[config.mk]
export PLATFORM = sky130hd
export DESIGN_NAME = bnn_xnor_pe
export DESIGN_NICKNAME = d
export VERILOG_FILES = /design/src/rtl/bnn_pe_pkg.sv /design/src/rtl/bnn_xnor_pop.sv /design/src/rtl/bnn_lane_acc.sv /design/src/rtl/bnn_bn_post.sv /design/src/rtl/bnn_xnor_pe.sv
export SDC_FILE = /design/constraint.sdc
export NUM_CORES = 2
export LEC_CHECK = 0
export ABC_CLOCK_PERIOD_IN_PS = 12300
export BUFFER_PORTS_ARGS = -buffer_cell sky130_fd_sc_hd__buf_2
export CORE_UTILIZATION = 60
export CTS_BUF_LIST = sky130_fd_sc_hd__clkbuf_8
export CTS_CLUSTER_DIAMETER = 80
export CTS_CLUSTER_SIZE = 20
export DETAILED_ROUTE_END_ITERATION = 10
export GPL_ROUTABILITY_DRIVEN = 1
export PLACE_DENSITY = 0.8
export SYNTH_ARGS = -nofsm -noshare
export SYNTH_HDL_FRONTEND = slang
export SYNTH_SLANG_ARGS = --single-unit
[constraint.sdc]
create_clock -name clk -period 12.3 [get_ports clk]
set_input_delay 3.69 -clock clk [delete_from_list [all_inputs] [get_ports clk]]
set_output_delay 3.69 -clock clk [all_outputs]
set_load 0.05 [all_outputs]
[src/rtl/bnn_pe_pkg.sv]
package bnn_pe_pkg;

  // Packed 256 x 4-bit table: entry k holds the number of ones in byte k.
  function automatic logic [1023:0] build_pop_lut();
    logic [1023:0] t;
    t = '0;
    for (int k = 0; k < 256; k++) begin
      logic [3:0] c;
      c = '0;
      for (int b = 0; b < 8; b++) c = c + 4'(k[b]);
      t[k*4 +: 4] = c;
    end
    return t;
  endfunction

  // Folded normalisation: multiply, arithmetic shift, bias add, byte saturation.
  function automatic logic signed [7:0] bn_finish(input longint sum,
                                                  input logic signed [7:0] scale,
                                                  input logic signed [7:0] bias,
                                                  input int unsigned shamt);
    longint p;
    p = sum * longint'(scale);
    p = p >>> shamt;
    p = p + longint'(bias);
    if (p > 127) return 8'sd127;
    if (p < -128) return -8'sd128;
    return p[7:0];
  endfunction

endpackage

[src/rtl/bnn_xnor_pop.sv]
module bnn_xnor_pop #(
  parameter int VEC_SIZE = 8
) (
  input  logic                            clk,
  input  logic                            rst_n,
  input  logic [8*VEC_SIZE-1:0]           act,
  input  logic [8*VEC_SIZE-1:0]           wgt,
  output logic [$clog2(8*VEC_SIZE+1)-1:0] pop
);
  localparam int N     = 8 * VEC_SIZE;
  localparam int POP_W = $clog2(N + 1);
  localparam logic [1023:0] POP_LUT = bnn_pe_pkg::build_pop_lut();

  logic [N-1:0] agree;
  logic [3:0]   byte_cnt [VEC_SIZE];

  assign agree = ~(act ^ wgt);

  for (genvar b = 0; b < VEC_SIZE; b++) begin : g_byte
    assign byte_cnt[b] = POP_LUT[{agree[b*8 +: 8], 2'b00} +: 4];
  end

  always_comb begin
    pop = '0;
    for (int b = 0; b < VEC_SIZE; b++) pop = pop + POP_W'(byte_cnt[b]);
  end

  // table lookups and sum agree with a direct population count
  a_r3_lut_count: assert property (@(posedge clk) disable iff (!rst_n)
    int'(pop) == $countones(agree));

endmodule

[src/rtl/bnn_lane_acc.sv]
module bnn_lane_acc #(
  parameter int N       = 64,
  parameter int POP_W   = 7,
  parameter int ACC_W   = 14,
  parameter int CNT_W   = 7
) (
  input  logic                    clk,
  input  logic                    rst_n,
  input  logic                    adv,
  input  logic                    beat_valid,
  input  logic                    beat_last,
  input  logic [POP_W-1:0]        pop,
  output logic signed [ACC_W-1:0] sum
);
  logic signed [ACC_W-1:0] pop_ext;
  logic signed [ACC_W-1:0] partial;
  logic signed [ACC_W-1:0] acc_q;
  logic                    first_q;
  logic [CNT_W-1:0]        beats_q;

  assign pop_ext = $signed(ACC_W'(pop));
  assign partial = (pop_ext <<< 1) - $signed(ACC_W'(N));

  always_ff @(posedge clk) begin
    if (!rst_n) begin
      acc_q   <= '0;
      first_q <= 1'b1;
      beats_q <= '0;
    end else if (adv && beat_valid) begin
      acc_q   <= (first_q ? '0 : acc_q) + partial;
      first_q <= beat_last;
      beats_q <= first_q ? CNT_W'(1) : beats_q + CNT_W'(1);
    end
  end

  assign sum = acc_q;

  // the running sum stays within +-N per accumulated beat
  a_r1_acc_bound: assert property (@(posedge clk) disable iff (!rst_n)
    (int'(acc_q) <= N * int'(beats_q)) && (int'(acc_q) >= -N * int'(beats_q)));

endmodule

[src/rtl/bnn_bn_post.sv]
module bnn_bn_post #(
  parameter int ACC_W   = 14,
  parameter int SHIFT_W = 4
) (
  input  logic                    clk,
  input  logic                    rst_n,
  input  logic                    load,
  input  logic signed [ACC_W-1:0] sum,
  input  logic [7:0]              scale,
  input  logic [7:0]              bias,
  input  logic [SHIFT_W-1:0]      shamt,
  output logic [7:0]              res
);
  logic signed [7:0] res_d;

  always_comb
    res_d = bnn_pe_pkg::bn_finish(longint'(sum), $signed(scale), $signed(bias),
                                  32'(shamt));

  always_ff @(posedge clk) begin
    if (!rst_n)    res <= '0;
    else if (load) res <= res_d;
  end

endmodule

[src/rtl/bnn_xnor_pe.sv]
module bnn_xnor_pe #(
  parameter int VEC_SIZE = 8,
  parameter int LANE_NUM = 4,
  parameter int MAX_WIN  = 64,
  parameter int SHIFT_W  = 4
) (
  input  logic                           clk,
  input  logic                           rst_n,
  input  logic                           in_valid,
  output logic                           in_ready,
  input  logic                           in_last,
  input  logic [8*VEC_SIZE-1:0]          in_act,
  input  logic [LANE_NUM*8*VEC_SIZE-1:0] in_wgt,
  input  logic [LANE_NUM*8-1:0]          in_scale,
  input  logic [LANE_NUM*8-1:0]          in_bias,
  input  logic [SHIFT_W-1:0]             in_shift,
  output logic                           out_valid,
  input  logic                           out_ready,
  output logic [LANE_NUM*8-1:0]          out_res
);
  localparam int N     = 8 * VEC_SIZE;
  localparam int POP_W = $clog2(N + 1);
  localparam int ACC_W = $clog2(N * MAX_WIN + 1) + 1;
  localparam int CNT_W = $clog2(MAX_WIN + 1);

  // Shared advance: every stage moves only when the output stage can drain.
  logic adv;
  assign adv      = !out_valid || out_ready;
  assign in_ready = adv;

  // Stage 1: ones counts and beat side information
  logic                  s1_valid, s1_last;
  logic [LANE_NUM*8-1:0] s1_scale, s1_bias;
  logic [SHIFT_W-1:0]    s1_shift;
  // Stage 2: window sums and the parameters of the closing beat
  logic                  s2_valid;
  logic [LANE_NUM*8-1:0] s2_scale, s2_bias;
  logic [SHIFT_W-1:0]    s2_shift;
  logic                  close_window;

  assign close_window = adv && s1_valid && s1_last;

  always_ff @(posedge clk) begin
    if (!rst_n) begin
      s1_valid  <= 1'b0;
      s1_last   <= 1'b0;
      s1_scale  <= '0;
      s1_bias   <= '0;
      s1_shift  <= '0;
      s2_valid  <= 1'b0;
      s2_scale  <= '0;
      s2_bias   <= '0;
      s2_shift  <= '0;
      out_valid <= 1'b0;
    end else if (adv) begin
      s1_valid  <= in_valid;
      s2_valid  <= s1_valid && s1_last;
      out_valid <= s2_valid;
      if (in_valid) begin
        s1_last  <= in_last;
        s1_scale <= in_scale;
        s1_bias  <= in_bias;
        s1_shift <= in_shift;
      end
      if (close_window) begin
        s2_scale <= s1_scale;
        s2_bias  <= s1_bias;
        s2_shift <= s1_shift;
      end
    end
  end

  for (genvar l = 0; l < LANE_NUM; l++) begin : g_lane
    logic [POP_W-1:0]        pop_d, pop_q;
    logic signed [ACC_W-1:0] win_sum;

    bnn_xnor_pop #(.VEC_SIZE(VEC_SIZE)) u_pop (
      .clk (clk),
      .rst_n (rst_n),
      .act (in_act),
      .wgt (in_wgt[l*N +: N]),
      .pop (pop_d)
    );

    always_ff @(posedge clk) begin
      if (!rst_n)                pop_q <= '0;
      else if (adv && in_valid)  pop_q <= pop_d;
    end

    bnn_lane_acc #(.N(N), .POP_W(POP_W), .ACC_W(ACC_W), .CNT_W(CNT_W)) u_acc (
      .clk        (clk),
      .rst_n      (rst_n),
      .adv        (adv),
      .beat_valid (s1_valid),
      .beat_last  (s1_last),
      .pop        (pop_q),
      .sum        (win_sum)
    );

    bnn_bn_post #(.ACC_W(ACC_W), .SHIFT_W(SHIFT_W)) u_post (
      .clk   (clk),
      .rst_n (rst_n),
      .load  (adv && s2_valid),
      .sum   (win_sum),
      .scale (s2_scale[l*8 +: 8]),
      .bias  (s2_bias[l*8 +: 8]),
      .shamt (s2_shift),
      .res   (out_res[l*8 +: 8])
    );
  end

  // an empty output stage never refuses input
  a_r9_ready_when_idle: assert property (@(posedge clk) disable iff (!rst_n)
    !out_valid |-> in_ready);

  // a stalled result is held unchanged
  a_r9_hold_output: assert property (@(posedge clk) disable iff (!rst_n)
    (out_valid && !out_ready) |=> (out_valid && $stable(out_res)));

  // a window result is staged only after a flagged last beat moved on
  a_r4_result_per_window: assert property (@(posedge clk) disable iff (!rst_n)
    (s2_valid && $past(adv)) |-> $past(s1_valid && s1_last));

endmodule

==> flow_summary.yaml <==
critical_path:
  max_stage_delay_ps: 540
  crit_required_ps: 12860
  cp_max_fo: 11
  r2r_setup_slack_ps: 870
  crit_arrival_ps: 11990
  worstRegToRegCells: 41
  r2r_end: "g_lane[0].u_post.res[3]"
  cpMostUsedCell: "fa_1"
  reg2reg_from: "s2_scale[7]"
  cp_slowest_cell: "fa_1"
  critPathKind: "reg2reg"
  cp-end-kind: "register"
  critPathLaunch: "s2_scale[7]"
  startpoint_type: "register"
synth:
  yosysTopAreaCell: "fa_1"
  synthDistinctLibCells: 102
  syn_nets: 8860
  ys_top_cells_by_area: "fa_1 (17%), ha_1 (9.7%), dfxtp_1 (9.0%)"
  yosysSeqAreaShare: 0.0897
  synth_top_family_by_area: "adder cells"
  synthDominantCellAreaShare: 0.167
  synthXorXnorAreaFrac: 0.118
  yosys-top-cells-count: "nand2_1 (1065), inv_1 (645), nor2_1 (544)"
  ys_seq_elements: 253
  synth_ff_type: "dfxtp_1"
  muxShareOfSynthArea: 0.0285
  yosysMostFrequentCell: "nand2_1"
  syn-cell-area_mm2: 0.0565
  async_flop_share: 0
  synth_edf_count: 0
  synth_cells: 7555
  synthAdderAreaFrac: 0.266
  yosysWarnings: 0
  synth_compound_area_frac: 0.228
  syn_area_per_cell_um2: 7.48
  yosys.area_share.simple: 0.201
power:
  pwr-share-clk: 0.065
  p_switching_w: 0.00464
  swShare: 0.531
  p_int_w: 0.00410
  power_w: 0.00875
  p_seq_frac: 0.118
  power.leakage_nw: 26.7
  p_per_area_mw_per_mm2: 147
  combPwrFrac: 0.817
  vdd.ir_drop.worst_uv: 684
placement:
  routabilityCongestion: 0.985
  dp.cells: 8893
  place_ws_ps: 767
  portBuffers: 426
  place_hpwl_um: 135000
routing:
  wirelength_um: 165000
  drc: 0
  firstDrtPassIters: 8
  via_count: 54274
  routed_via_density: 6.08
  postRouteAntennaNets: 0
  first_iter_violations: 4102
  detail_route.wl_per_cell_um: 18.5
worst_hold_path:
  min_path_cells: 2
  hold_end: "s2_bias[18]"
  hold_class: "reg2reg"
  min-delay-start: "s1_bias[18]"
cells_and_area:
  utilization: 0.639
  area_growth_pct: 5.55
  layout.nets: 8967
  instances_no_fill: 8933
  drive_above_1_share: 0.0806
  fillers: 8304
clock_tree:
  cts_tree: "built"
  post_cts_buffers: 0
  clkTransAtPathRegs_ps: 130
  cts_sinks: 253
  cts_made_buffers: 21
  clk_latency_ps: 670
  htree_levels: 1
  cts-root-buf: "clkbuf_8"
  cts.path.max_buffers: 3
grt:
  grt_pass1_wl_um: 262000
  overflow: 0
  grt_max_degree: 172
  grt_usage: 0.336
  antenna_found_initial: 14
  grt_pass1_vias: 51381
die:
  die-area_mm2: 0.0954
  die_w_um: 309
  die_h_um: 309
  core_mm2: 0.0933
  io_pins: 427
  rows: 112
  initial_core_util: 0.605
sta:
  relSlewSlack: 0.218
  min_period_over_period: 0.930
  slew_viol_final: 0
  period_needed_ps: 11430
  setup_ws_ps: 867
  setup_viol: 0
  rsz0062_at_grt: "no"
  setup_tns_ps: 0
  worst_slew_pin_slew_ps: 1170
  finClkSkew_ps: 53.2
  max_freq_mhz: 87.5
  hold_viol: 0
outcome:
  status: "finished clean"
flow_run:
  drv_cap: 0
-- layer usage --
layer,track usage,part of all wire,vias up
met1,0.409,0.40,25736
met3,0.0391,0.064,420
li1,-,-,26090
met4,0.181,0.060,14
met2,0.581,0.48,2014
met5,0,0.00052,-
-- how the worst max path moves through the flow --
| stage | endpoint | slack (ps) | cells after the start |
|---|---|---|---|
| after floorplan | g_lane[1].u_post.res[4] | 1540 | 41 |
| after global placement | g_lane[1].u_post.res[4] | 1190 | 39 |
| after detailed placement | g_lane[1].u_post.res[4] | 770 | 40 |
| after CTS | g_lane[1].u_post.res[4] | 760 | 40 |
| after global routing | g_lane[3].u_post.res[0] | 20 | 41 |
| final | g_lane[0].u_post.res[3] | 870 | 41 |
-- per-stage QoR --
| step | area (µm²) | hold slack [ps] |
|---|---|---|
| 5_1_grt | 59600 | 497 |
| 4_1_cts | 59600 | 465 |
| 6_report | 59600 | 470 |
| 3_3_place_gp | 59100 | 449 |
| 2_1_floorplan | 56500 | 441 |
| 3_5_place_dp | 59100 | 456 |
-- final cells by class --
cell class                 count  area [µm²]  share of cell area
sequential                   253        5070              0.0851
clock inverter                11         165             0.00277
antenna                        7        17.5            0.000294
clock buffer                  22         303             0.00508
timing repair buffer         464        2440              0.0409
inverter                     655        2470              0.0414
multi-input combinational   6267       47600               0.798
tap                         1254        1570              0.0263
-- state kept, by name, indices dropped and copies added, names as in the netlist, 4 cells and up --
name               count
g_lane.u_post.res     32
s1_bias               32
g_lane.u_acc.sum      52
s2_bias               32
s1_shift               4
s1_scale              32
g_lane.pop_q          28
s2_shift               4
s2_scale              32
-- worst max-delay path, delay by kind of cell, from the launching register on --
family          cells  cell delay, ps
compound gates     15            3650
xor+xnor            1             200
fa+ha+maj           7            3020
buf+inv             3             450
flops               1             490
mux                 3             850
simple gates       12            2670
-- cell families after synthesis --
| group | count (synthesis) |
|---|---|
| flops | 253 |
| xor+xnor | 757 |
| fa+ha+maj | 921 |
| buf+inv | 1035 |
| simple gates | 2456 |
| mux | 151 |
| compound gates | 1982 |
-- power by group through the flow --
stage,combinational (W),sequential [W],clock [W]
after CTS,0.00716,0.00103,0.000578
after detailed placement,0.00710,0.00105,0
after floorplan,0.00517,0.000966,0
final,0.00715,0.00103,0.000565
after global placement,0.00682,0.00104,0
after global routing,0.00804,0.00105,0.000604
-- repair_timing --
| item | in CTS | in global routing |
|---|---|---|
| endpoints found under the setup margin | 0 | 21 |
| endpoints found under the hold margin | 0 | 0 |
| hold buffers | 0 | 0 |
| resized for setup | 0 | 9 |
-- placed cells by master, fill, tap and decap left out, types with 50 or more instances in the layout --
master	synthesis	final
xnor2_1	455	454
nand2b_1	59	59
buf_2	1	425
nand2_1	1065	1062
o211ai_1	75	75
ha_1	440	440
nor2_1	544	544
a21boi_0	179	179
xor2_1	301	301
dfxtp_1	253	247
a21oi_1	494	494
nand4_1	50	50
a221oi_1	53	53
and2_1	253	252
mux2i_1	108	108
nand3_1	114	114
a31oi_1	56	55
nor3_1	95	95
a21o_1	106	106
fa_1	472	472
nor2b_1	84	84
inv_1	645	645
o21ai_0	463	463
a211oi_1	109	109
Note: power is estimated with default switching activity, not from simulation.
